===== src/rtl/tmr8_pkg.sv =====
package tmr8_pkg;

    typedef enum logic [1:0] {
        MODE_FREE    = 2'd0,
        MODE_RSV1    = 2'd1,
        MODE_WRAPCMP = 2'd2,
        MODE_RSV3    = 2'd3
    } mode_e;

    typedef enum logic [1:0] {
        ACT_OFF    = 2'd0,
        ACT_TOGGLE = 2'd1,
        ACT_CLEAR  = 2'd2,
        ACT_SET    = 2'd3
    } act_e;

    typedef enum logic [1:0] {
        REG_COUNT   = 2'd0,
        REG_COMPARE = 2'd1,
        REG_CONTROL = 2'd2,
        REG_FLAGS   = 2'd3
    } reg_e;

    // control register layout: action in [3:2], mode in [1:0]
    typedef struct packed {
        act_e  act;
        mode_e mode;
    } ctrl_t;

    localparam int CTRL_W = $bits(ctrl_t);
    localparam int NFLAG  = 2;
    localparam int FLAG_OVF = 0;
    localparam int FLAG_CMP = 1;

    function automatic logic wraps_on_compare(mode_e m);
        return m == MODE_WRAPCMP;
    endfunction

    function automatic logic pin_after_match(act_e a, logic cur);
        case (a)
            ACT_TOGGLE: return ~cur;
            ACT_CLEAR:  return 1'b0;
            ACT_SET:    return 1'b1;
            default:    return cur;
        endcase
    endfunction

endpackage


===== src/rtl/tmr8_core.sv =====
module tmr8_core
    import tmr8_pkg::*;
#(
    parameter int W = 8
) (
    input  logic         clk,
    input  logic         rst,
    input  logic         tick,
    input  logic         cnt_wr,
    input  logic [W-1:0] wr_data,
    input  logic [W-1:0] cmp_val,
    input  logic         wrap_on_cmp,
    output logic [W-1:0] cnt_q,
    output logic         hit,
    output logic         wrapped
);
    localparam logic [W-1:0] TOP_VAL = '1;

    logic         step;
    logic [W-1:0] cnt_d;

    assign step    = tick && !cnt_wr;
    assign hit     = step && (cnt_q == cmp_val);
    assign wrapped = step && (cnt_q == TOP_VAL);

    always_comb begin
        cnt_d = cnt_q;
        if (cnt_wr)
            cnt_d = wr_data;
        else if (step) begin
            if (wrap_on_cmp && hit)
                cnt_d = '0;
            else
                cnt_d = cnt_q + 1'b1;
        end
    end

    always_ff @(posedge clk) begin
        if (rst) cnt_q <= '0;
        else     cnt_q <= cnt_d;
    end

    assert_free_step_R3: assert property (@(posedge clk) disable iff (rst)
        (tick && !cnt_wr && !wrap_on_cmp) |=> cnt_q == W'($past(cnt_q) + 1'b1));

    assert_hold_R3: assert property (@(posedge clk) disable iff (rst)
        (!tick && !cnt_wr) |=> $stable(cnt_q));

    assert_cmp_clear_R5: assert property (@(posedge clk) disable iff (rst)
        (tick && !cnt_wr && wrap_on_cmp && cnt_q == cmp_val) |=> cnt_q == '0);

    assert_load_wins_R9: assert property (@(posedge clk) disable iff (rst)
        cnt_wr |=> cnt_q == $past(wr_data));

endmodule


===== src/rtl/tmr8_flags.sv =====
module tmr8_flags
    import tmr8_pkg::*;
(
    input  logic             clk,
    input  logic             rst,
    input  logic [NFLAG-1:0] hw_set,
    input  logic [NFLAG-1:0] ack,
    input  logic             sw_wr,
    input  logic [NFLAG-1:0] sw_bits,
    output logic [NFLAG-1:0] flag_q
);
    for (genvar i = 0; i < NFLAG; i++) begin : g_flag
        logic clr;
        assign clr = ack[i] || (sw_wr && sw_bits[i]);

        always_ff @(posedge clk) begin
            if (rst)            flag_q[i] <= 1'b0;
            else if (hw_set[i]) flag_q[i] <= 1'b1;
            else if (clr)       flag_q[i] <= 1'b0;
        end

        assert_sticky_R4: assert property (@(posedge clk) disable iff (rst)
            (flag_q[i] && !clr) |=> flag_q[i]);

        assert_set_wins_R10: assert property (@(posedge clk) disable iff (rst)
            hw_set[i] |=> flag_q[i]);
    end

endmodule


===== src/rtl/tmr8_wave.sv =====
module tmr8_wave
    import tmr8_pkg::*;
(
    input  logic clk,
    input  logic rst,
    input  logic hit,
    input  act_e act,
    output logic pin
);
    logic pin_q;

    always_ff @(posedge clk) begin
        if (rst)
            pin_q <= 1'b0;
        else if (hit && act != ACT_OFF)
            pin_q <= pin_after_match(act, pin_q);
    end

    assign pin = (act == ACT_OFF) ? 1'b0 : pin_q;

    assert_set_action_R7: assert property (@(posedge clk) disable iff (rst)
        (hit && act == ACT_SET) |=> pin_q);

    assert_clear_action_R7: assert property (@(posedge clk) disable iff (rst)
        (hit && act == ACT_CLEAR) |=> !pin_q);

    assert_toggle_action_R7: assert property (@(posedge clk) disable iff (rst)
        (hit && act == ACT_TOGGLE) |=> pin_q != $past(pin_q));

    assert_off_keeps_R7: assert property (@(posedge clk) disable iff (rst)
        (act == ACT_OFF) |=> $stable(pin_q));

endmodule


===== src/rtl/tmr8_regfile.sv =====
module tmr8_regfile
    import tmr8_pkg::*;
#(
    parameter int W = 8
) (
    input  logic             clk,
    input  logic             rst,
    input  logic             wr_en,
    input  reg_e             wr_sel,
    input  logic [W-1:0]     wr_data,
    input  reg_e             rd_sel,
    input  logic [W-1:0]     cnt_val,
    input  logic [NFLAG-1:0] flags,
    output ctrl_t            ctrl_q,
    output logic [W-1:0]     cmp_q,
    output logic             cnt_wr,
    output logic             flags_wr,
    output logic [W-1:0]     rd_data
);
    assign cnt_wr   = wr_en && wr_sel == REG_COUNT;
    assign flags_wr = wr_en && wr_sel == REG_FLAGS;

    always_ff @(posedge clk) begin
        if (rst) begin
            cmp_q  <= '0;
            ctrl_q <= '{act: ACT_OFF, mode: MODE_FREE};
        end else if (wr_en) begin
            if (wr_sel == REG_COMPARE) cmp_q  <= wr_data;
            if (wr_sel == REG_CONTROL) ctrl_q <= ctrl_t'(wr_data[CTRL_W-1:0]);
        end
    end

    always_comb begin
        case (rd_sel)
            REG_COUNT:   rd_data = cnt_val;
            REG_COMPARE: rd_data = cmp_q;
            REG_CONTROL: rd_data = W'(ctrl_q);
            default:     rd_data = W'(flags);
        endcase
    end

endmodule


===== src/rtl/cmp_timer8.sv =====
module cmp_timer8
    import tmr8_pkg::*;
#(
    parameter int W = 8
) (
    input  logic         clk,
    input  logic         rst,
    input  logic         tick_en,
    input  logic         wr_en,
    input  logic [1:0]   wr_addr,
    input  logic [W-1:0] wr_data,
    input  logic [1:0]   rd_addr,
    output logic [W-1:0] rd_data,
    input  logic         ovf_ack,
    input  logic         cmp_ack,
    output logic         wave_out,
    output logic         ovf_irq,
    output logic         cmp_irq
);
    ctrl_t            ctrl;
    logic [W-1:0]     cmp_val;
    logic [W-1:0]     cnt;
    logic             cnt_wr;
    logic             flags_wr;
    logic             hit;
    logic             wrapped;
    logic [NFLAG-1:0] flag_q;
    logic [NFLAG-1:0] hw_set;
    logic [NFLAG-1:0] acks;

    tmr8_regfile #(.W(W)) u_regs (
        .clk(clk), .rst(rst), .wr_en(wr_en), .wr_sel(reg_e'(wr_addr)),
        .wr_data(wr_data), .rd_sel(reg_e'(rd_addr)), .cnt_val(cnt),
        .flags(flag_q), .ctrl_q(ctrl), .cmp_q(cmp_val), .cnt_wr(cnt_wr),
        .flags_wr(flags_wr), .rd_data(rd_data)
    );

    tmr8_core #(.W(W)) u_core (
        .clk(clk), .rst(rst), .tick(tick_en), .cnt_wr(cnt_wr),
        .wr_data(wr_data), .cmp_val(cmp_val),
        .wrap_on_cmp(wraps_on_compare(ctrl.mode)),
        .cnt_q(cnt), .hit(hit), .wrapped(wrapped)
    );

    always_comb begin
        hw_set           = '0;
        hw_set[FLAG_OVF] = wrapped;
        hw_set[FLAG_CMP] = hit;
        acks             = '0;
        acks[FLAG_OVF]   = ovf_ack;
        acks[FLAG_CMP]   = cmp_ack;
    end

    tmr8_flags u_flags (
        .clk(clk), .rst(rst), .hw_set(hw_set), .ack(acks),
        .sw_wr(flags_wr), .sw_bits(wr_data[NFLAG-1:0]), .flag_q(flag_q)
    );

    tmr8_wave u_wave (
        .clk(clk), .rst(rst), .hit(hit), .act(ctrl.act), .pin(wave_out)
    );

    assign ovf_irq = flag_q[FLAG_OVF];
    assign cmp_irq = flag_q[FLAG_CMP];

    // overflow flag rises exactly when the counter lands on zero
    assert_ovf_at_zero_R4: assert property (@(posedge clk) disable iff (rst)
        $rose(ovf_irq) |-> cnt == '0);

    // a compare flag rise needs a match on the previous cycle
    assert_cmp_needs_match_R6: assert property (@(posedge clk) disable iff (rst)
        $rose(cmp_irq) |-> $past(hit));

endmodule


===== config.mk =====
export PLATFORM = sky130hd
export DESIGN_NAME = cmp_timer8
export DESIGN_NICKNAME = d
export VERILOG_FILES = /design/src/rtl/tmr8_pkg.sv /design/src/rtl/tmr8_core.sv /design/src/rtl/tmr8_flags.sv /design/src/rtl/tmr8_wave.sv /design/src/rtl/tmr8_regfile.sv /design/src/rtl/cmp_timer8.sv
export SDC_FILE = /design/constraint.sdc
export NUM_CORES = 1
export LEC_CHECK = 0
export CAP_MARGIN = 20
export CORE_MARGIN = 1
export CORE_UTILIZATION = 55
export DETAILED_ROUTE_END_ITERATION = 8
export GPL_TIMING_DRIVEN = 0
export PLACE_DENSITY_LB_ADDON = 0.15
export SYNTH_ARGS = -nofsm -noshare
export SYNTH_HDL_FRONTEND = slang
export SYNTH_SLANG_ARGS = --single-unit
export TNS_END_PERCENT = 50

===== constraint.sdc =====
create_clock -name clk -period 3 [get_ports clk]
set_input_delay 0.45 -clock clk [delete_from_list [all_inputs] [get_ports clk]]
set_output_delay 0.45 -clock clk [all_outputs]
set_load 0.01 [all_outputs]

==> results of run 1 <==
power by group through the flow:
stage               Clock, W  Combinational (W)  Sequential, W
global route        0.000166           0.000161       0.000341
global placement           0           0.000145       0.000344
floorplan                  0          0.0000961       0.000341
detailed placement         0           0.000149       0.000345
finish              0.000154           0.000150       0.000339
CTS                 0.000158           0.000150       0.000338
final cells by class:
| cell class | count | share of cell area [%] |
|---|---|---|
| well taps | 30 | 2.149 |
| multi-input cells | 112 | 52.08 |
| clock buffers | 3 | 1.289 |
| flip-flops and latches | 23 | 26.36 |
| plain buffers | 9 | 3.080 |
| clock inverters | 1 | 0.2865 |
| repair buffers | 25 | 14.33 |
| inverters | 2 | 0.4298 |
worst max-delay path, delay by kind of cell:
kind / cells / cell delay (ns)
muxes: 1 / 0.57
buffers and inverters: 2 / 0.89
cells in the mapped netlist (4+ instances only):
| cell | count |
|---|---|
| a21oi_1 | 9 |
| nor2_1 | 17 |
| dfxtp_1 | 23 |
| nor3b_1 | 9 |
| buf_2 | 4 |
| nand4_1 | 4 |
| nand3_1 | 4 |
| mux2i_1 | 18 |
| xnor2_1 | 4 |
| nand3b_1 | 4 |
| xor2_1 | 5 |
| o22ai_1 | 8 |
| nand2_1 | 4 |
| xnor2_2 | 4 |
path summary, 6_finish.rpt:
kind                          start                 to  cells past startpoint
hold reg to reg   u_flags.flag_q[1]  u_flags.flag_q[1]                      2
setup reg to reg    u_core.cnt_q[1]    u_core.cnt_q[2]                      4
setup / recovery         rd_addr[1]         rd_data[1]                      3
hold / removal    u_flags.flag_q[1]  u_flags.flag_q[1]                      2
metal layers:
| metal | global-route usage, % | vias up | share of wire [%] |
|---|---|---|---|
| li1 | - | 593 | - |
| met1 | 33.33 | 607 | 46 |
| met2 | 44.09 | 29 | 49 |
| met3 | 2.874 | 5 | 3.8 |
| met4 | 9.211 | 0 | 1.5 |
| met5 | 0 | - | 0 |
stage by stage:
stage / total power, W / area [um^2] / util (%) / instances
3_3_place_gp: 0.0004892 / 1719 / 69.39 / 201
3_5_place_dp: 0.0004945 / 1719 / 69.39 / 201
4_1_cts: 0.0006459 / 1747 / 70.51 / 205
2_1_floorplan: 0.0004369 / 1431 / - / 146
6_report: 0.0006435 / 1747 / 70.51 / 205
5_1_grt: 0.0006678 / 1747 / 70.51 / 205
sequential cells by signal (all words and copies together) (netlist names):
signal and flops:
u_wave.pin_q 1, u_core.cnt_q 8, u_regs.ctrl_q 4, u_regs.cmp_q 8, u_flags.flag_q 2
cells by family after synthesis:
logic type      Yosys count  synth area share [%]
compound gates           23                 11.28
xor+xnor                 14                 11.98
fa+ha+maj                 1                0.8740
buf+inv                  11                 4.283
flops                    23                 32.17
mux                      20                 15.73
simple gates             54                 23.69
==> results.rst, run 1 <==
.. list-table::
   :header-rows: 1

   * - Metric
     - Value
   * - Run status
     - finished clean
   * - Share of the synthesized area in the top cell type
     - roughly 32%
   * - Final hold slack
     - approximately 0.52 ns
   * - Worst-path clk slew
     - 0.15 ns
   * - Drt total wl
     - 3.425 mm
   * - Vias in the first global route
     - about 1100
   * - Type of the tightest min-delay check
     - reg2reg
   * - Biggest area consumer among synthesized cells
     - dfxtp_1
   * - Switching share of power
     - 30.48%
   * - Via Count
     - roughly 1200
   * - Crit end category
     - output pin
   * - Weighted congestion at the end of routability-driven global placement
     - between 0.8 and 0.9
   * - Category of the most critical setup path
     - in2out
   * - Final setup viols
     - 0
   * - Combinational Power Share
     - between 20% and 30%
   * - Number of hold buffers added after cts
     - 0
   * - Initial DRC count
     - 21
   * - Top cells by area in the synthesized netlist
     - dfxtp_1 32%, mux2i_1 13%, nor3b_1 4.7%, xnor2_2 4.5%, nor2_1 4.5%
   * - Footprint of the flip-flops and latches
     - between 400 and 500 um^2
   * - Post-detailed-route wirelength per cell
     - 16.71 um
   * - Relative slew slack
     - approximately 58%
   * - Core outline area
     - 2477 um^2
   * - Sw power
     - 0.0001961 W
   * - Most frequent cells in the layout
     - 25 x clkdlybuf4s50_1, 23 x dfxtp_1, 18 x mux2i_1
   * - Io pins
     - 29
   * - Period minus WS final
     - roughly 2.4 ns
   * - Iteration count of the initial detailed-routing pass
     - 4
   * - Element type at the critical path start
     - primary input
   * - Max clock buf depth
     - 2
   * - Placed wire-length estimate after detailed placement
     - 2.523 mm
   * - CTS HTree Levels
     - 1
   * - Initial standard-cell utilization of the core
     - just under 60%
   * - Maximum vdd drop
     - approximately 0.28 mV
   * - Gate count after technology mapping
     - approximately 150
   * - Highest clock frequency the design can meet
     - approximately 420 MHz
   * - Number of antenna violations at the first check in global routing
     - 0
   * - Number of pins exceeding their max-slew limit in the final report
     - 0
   * - Die Span Y
     - roughly 53 um
   * - Largest stage delay, worst path
     - 0.57 ns
   * - Clk sinks
     - 23
   * - Count of cell types in the netlist
     - 34
   * - Max-capacitance violation count
     - 0
   * - Setup repair after global routing missed its margin
     - false
   * - Sequential fraction of design power
     - 52.6%
   * - Most common cell after layout, fill and taps aside
     - clkdlybuf4s50_1
   * - EDFF count, synth
     - 0
   * - Clock buffer count from CTS
     - 3
   * - Tightest Pin Transition
     - around 0.63 ns
   * - Worst-Skew Late Latency
     - between 0.3 and 0.4 ns
   * - Die outline area
     - approximately 2800 um^2
   * - Post-route clock period utilization
     - 78.80%
   * - Share of synthesized flip-flops with an asynchronous set or reset
     - 0%
   * - # rows
     - 18
   * - Tot GR Track Use
     - 25.90%
   * - Flip-flop cell with the highest count after synthesis
     - dfxtp_1
   * - Data arrival time at the worst-slack endpoint
     - approximately 1.9 ns
   * - Synthesis-to-finish area growth
     - 22.03%
   * - Final hold violation count
     - 0
   * - Power Density
     - approximately 370 nW/um^2
   * - Mapped Avg Cell Area
     - about 10 um^2
   * - Total of flip-flops plus latches after synthesis
     - 23
   * - Total DRC errors in the routed layout
     - 0
   * - Part of the Yosys area used for sequential elements
     - between 30 and 40%
   * - Port Buffers
     - 25
   * - Die X-Extent
     - ~53 um
   * - Post-synthesis instance area
     - approximately 1400 um^2
   * - Post-Syn Nets
     - ~170
   * - Number of instances resized during post-cts repair
     - 0
   * - Fill cell instance count of the final layout
     - 208
   * - Clock tree from TritonCTS
     - yes
   * - Root buffer cell
     - clkbuf_4
   * - Diodes inserted
     - 0
   * - Total area of multi-input combinational cells
     - 909.6 um^2
   * - Final layout net count
     - roughly 200
   * - Global-route wire length before repair
     - around 5 mm
   * - Internal power
     - ~0.00045 W
   * - Leakage
     - roughly 0.65 nW
   * - Clock network fraction of total power
     - approximately a quarter
   * - Total of warnings raised by yosys
     - 0
   * - Reg2reg setup slack
     - approximately 1.3 ns
   * - Post-Place Worst Slack
     - 0.6373 ns
   * - Post-CTS Setup Repair Bufs
     - 0
   * - Setup clock skew after layout
     - between 0.015 and 0.02 ns
   * - Cell-by-cell listing of the critical path
     - clkbuf_1 -> mux4_2 -> clkdlybuf4s50_1
   * - Biggest fanout along the worst timing path
     - 9
   * - Master of the slowest instance on the critical path
     - mux4_2
   * - Vias per std cell
     - approximately 6.0
   * - Share of layout cells above drive strength 1
     - 13.71%
   * - Final antenna-violating net count
     - 0
   * - Maximum number of pins on one net before global-route repair
     - 14
   * - Required time of the worst setup path
     - roughly 2.6 ns
   * - Worst Slack Setup Final
     - between 0.6 and 0.7 ns
   * - Total negative slack for setup checks
     - 0 ns
   * - Aggregate global routing overflow
     - 0
(Power assumes the default switching activity.)
==> run 2: changes to the inputs <==
Settings changed: CORE_UTILIZATION 55 to 46.
Clock period 3 ns to 2 ns, I/O delays scaled along.
==> run 2 against run 1 <==
The flow now finishes with violations (design-rule violations). Sequential power rose by 50%. Non-clock buffer count is the same. First-iteration DRC count shrank 38%. Worst setup slack worse by 0.56 ns. Sequential share of layout area about the same. Clock skew is 0.0078 ns lower. Core utilization down 8.8 points. Register-to-register slack got worse by 0.93 ns. Total power rose by 49%.
==> results.rst, run 2 (same netlist as run 1, synthesis figures left out) <==
.. list-table::
   :header-rows: 1

   * - Metric
     - Value
   * - Run status
     - finished, violations left
   * - Drt total wl
     - 3.380 mm (-1.3%)
   * - Post-layout utilization of the core
     - 61.67% (-8.8 points)
   * - Clock buffer count from CTS
     - 3 (unchanged)
   * - Setup repair after global routing missed its margin
     - false
   * - Worst min-delay path startpoint
     - tick_en
   * - Fill cell instance count of the final layout
     - 262 (+26%)
   * - Clock tree from TritonCTS
     - yes
   * - Number of antenna violations at the first check in global routing
     - 0 (unchanged)
   * - Cells on Worst Hold Path
     - 4 (+2)
   * - Crit Reg-Reg Startpoint
     - u_core.cnt_q[4]
   * - Final antenna-violating net count
     - 0 (unchanged)
   * - Data arrival time at the worst-slack endpoint
     - 1.62 ns (-0.29 ns)
   * - Reg2reg setup slack
     - 0.33 ns (-0.93 ns)
   * - End of the worst register-to-register path
     - u_core.cnt_q[6]
   * - # rows
     - 19 (+1)
   * - Via Count
     - 1199 (-2.8%)
   * - Final setup viols
     - 0 (unchanged)
   * - Depth of the worst register-to-register path
     - 4 (unchanged)
   * - Aggregate global routing overflow
     - 0 (unchanged)
   * - Beginning of the critical path
     - u_core.cnt_q[3]
   * - Power Density
     - 545.9 nW/um^2 (+48%)
   * - Number of instances resized during post-cts repair
     - 3 (+3)
   * - Max clock buf depth
     - 2 (unchanged)
   * - Setup clock skew after layout
     - 0.009345 ns (-0.007829 ns)
   * - Dpl cells
     - 202 (+0.50%)
   * - Biggest fanout along the worst timing path
     - 7 (-2)
   * - Post-Place Worst Slack
     - -0.1701 ns (-0.8074 ns)
   * - CTS HTree Levels
     - 1 (unchanged)
   * - Diodes inserted
     - 0 (unchanged)
   * - Initial DRC count
     - 13 (-38%)
   * - Die Span Y
     - 57.78 um (+9.0%)
   * - Most common cell after layout, fill and taps aside
     - clkdlybuf4s50_1
   * - Required time of the worst setup path
     - 1.70 ns (-0.85 ns)
   * - Initial standard-cell utilization of the core
     - 50.18% (-7.6 points)
   * - Endpoint of the worst hold path
     - u_flags.flag_q[1]
   * - Largest stage delay, worst path
     - 0.56 ns (about the same)
   * - Regs by FF count
     - u_core.cnt_q: 8 flops, u_regs.cmp_q: 8 flops, u_regs.ctrl_q: 4 flops
   * - Placed wire-length estimate after detailed placement
     - 2.490 mm (-1.3%)
   * - Vias per std cell
     - 5.820 (-3.3%)
   * - Number of pins exceeding their max-slew limit in the final report
     - 0 (unchanged)
   * - Die X-Extent
     - 57.78 um (+9.0%)
   * - Maximum number of pins on one net before global-route repair
     - 14 (unchanged)
   * - Tot GR Track Use
     - 21.93% (-4.0 points)
   * - Number of buffer and inverter instances along the worst setup path
     - 2 (unchanged)
   * - Tightest Pin Transition
     - 0.6348 ns (+0.001995 ns)
   * - Cell-by-cell listing of the critical path
     - buf_6 -> mux2i_1 -> o21ai_0 -> clkdlybuf4s50_1
   * - Final hold violation count
     - 0 (unchanged)
   * - Worst-path clk slew
     - 0.14 ns (about the same)
   * - Core outline area
     - 2853 um^2 (+15%)
   * - Relative slew slack
     - 57.50% (-0.13 points)
   * - Post-CTS Setup Repair Bufs
     - 0 (unchanged)
   * - Root buffer cell
     - clkbuf_4
   * - Weighted congestion at the end of routability-driven global placement
     - 0.8199 (-5.7%)
   * - Final layout net count
     - 195 (unchanged)
   * - Worst Slack Setup Final
     - 0.07778 ns (-0.5581 ns)
   * - Post-detailed-route wirelength per cell
     - 16.41 um (-1.8%)
   * - Total DRC errors in the routed layout
     - 1 (+1)
   * - Sum of internal, switching and leakage power
     - 0.0009604 W (+49%)
   * - Iteration count of the initial detailed-routing pass
     - 8 (+4)
   * - Category of the most critical setup path
     - reg2out
   * - Total negative slack for setup checks
     - 0 ns (unchanged)
   * - Maximum vdd drop
     - 0.2960 mV (+6.9%)
   * - Element type at the critical path start
     - register
   * - Io pins
     - 29 (unchanged)
   * - Die outline area
     - 3339 um^2 (+19%)
   * - Failing checks
     - design-rule violations
   * - Max-capacitance violation count
     - 0 (unchanged)
   * - Number of standard cells in the final layout excluding fillers
     - 206 (+0.49%)
   * - Worst-Skew Late Latency
     - 0.33 ns (about the same)
   * - Leakage
     - 0.7043 nW (+8.6%)
   * - Largest delay contributor family on the critical path
     - buffers and inverters
   * - Number of hold buffers added after cts
     - 0 (unchanged)
   * - Clk sinks
     - 23 (unchanged)
   * - Highest clock frequency the design can meet
     - 520.2 MHz
   * - Vias in the first global route
     - 1117 (+4.9%)
   * - Post-route clock period utilization
     - about 96%
   * - Synthesis-to-finish area growth
     - 22.90%
   * - Type of the tightest min-delay check
     - in2reg
   * - Global-route wire length before repair
     - 5.437 mm (+6.1%)
   * - Port Buffers
     - 25 (unchanged)
   * - Share of layout cells above drive strength 1
     - 15.43% (+1.7 points)
   * - Period minus WS final
     - about 1.9 ns
   * - Crit end category
     - output pin
   * - Most frequent cells in the layout
     - 22 x clkdlybuf4s50_1, 21 x dfxtp_1, 18 x mux2i_1
   * - Master of the slowest instance on the critical path
     - clkdlybuf4s50_1
==> run 2: cell types whose count changed in the layout (fill, tap and decap cells not counted), sizes merged <==
cell / before / now
clkdlybuf4s50: 25 / 22
dlymetal6s2s: 0 / 3
==> run 2: final cells by class <==
| type | count | area (um^2) | share of cell area [%] |
|---|---|---|---|
| Clock inverter | 1 | 5.005 | 0.2845 |
| Inverter | 2 | 7.507 | 0.4267 |
| Tap cell | 31 | 38.79 | 2.205 |
| Sequential cell | 23 | 462.9 | 26.32 |
| Timing Repair Buffer | 25 | 257.7 | 14.65 |
| Clock buffer | 3 | 22.52 | 1.280 |
| Multi-Input combinational cell | 112 | 909.6 | 51.71 |
| Buffer | 9 | 55.05 | 3.129 |
==> run 2: stage by stage <==
step                hold slack (ns)  cell area [um^2]
CTS                          0.4604              1752
detailed placement           0.5093              1720
global route                 0.4961              1759
finish                       0.4615              1759
global placement             0.4863              1720
floorplan                    0.3716              1431
==> run 2: per-layer routing <==
metal	vias up	global-route usage (%)	share of wire, %
li1	587	-	-
met1	584	29.73	46
met2	21	35.22	49
met3	7	2.455	2.6
met4	0	10.20	2.2
met5	-	0	0
==> run 2: tightest hold or removal path, stage by stage <==
cell and delay, ns:
buf_2 0.18, nand2b_4 0.11, or3_1 0.11, a21oi_1 0.05
==> run 2: power by group <==
part | internal, W | total (W) | switching [W]
sequential | 0.000480 | 0.000508 | 0.0000284
clock | 0.0000752 | 0.000228 | 0.000153
combinational | 0.000116 | 0.000224 | 0.000107
total | 0.000671 | 0.000960 | 0.000289
==> run 2: how the worst max path moves through the flow <==
stage	slack (ns)	endpoint	cells past startpoint
after floorplan	0.57	u_wave.pin_q	4
after detailed placement	-0.17	u_core.cnt_q[1]	6
final	0.08	rd_data[3]	4
after global placement	-0.14	u_core.cnt_q[1]	6
after CTS	0.03	rd_data[0]	2
after global routing	0.008	u_core.cnt_q[1]	6
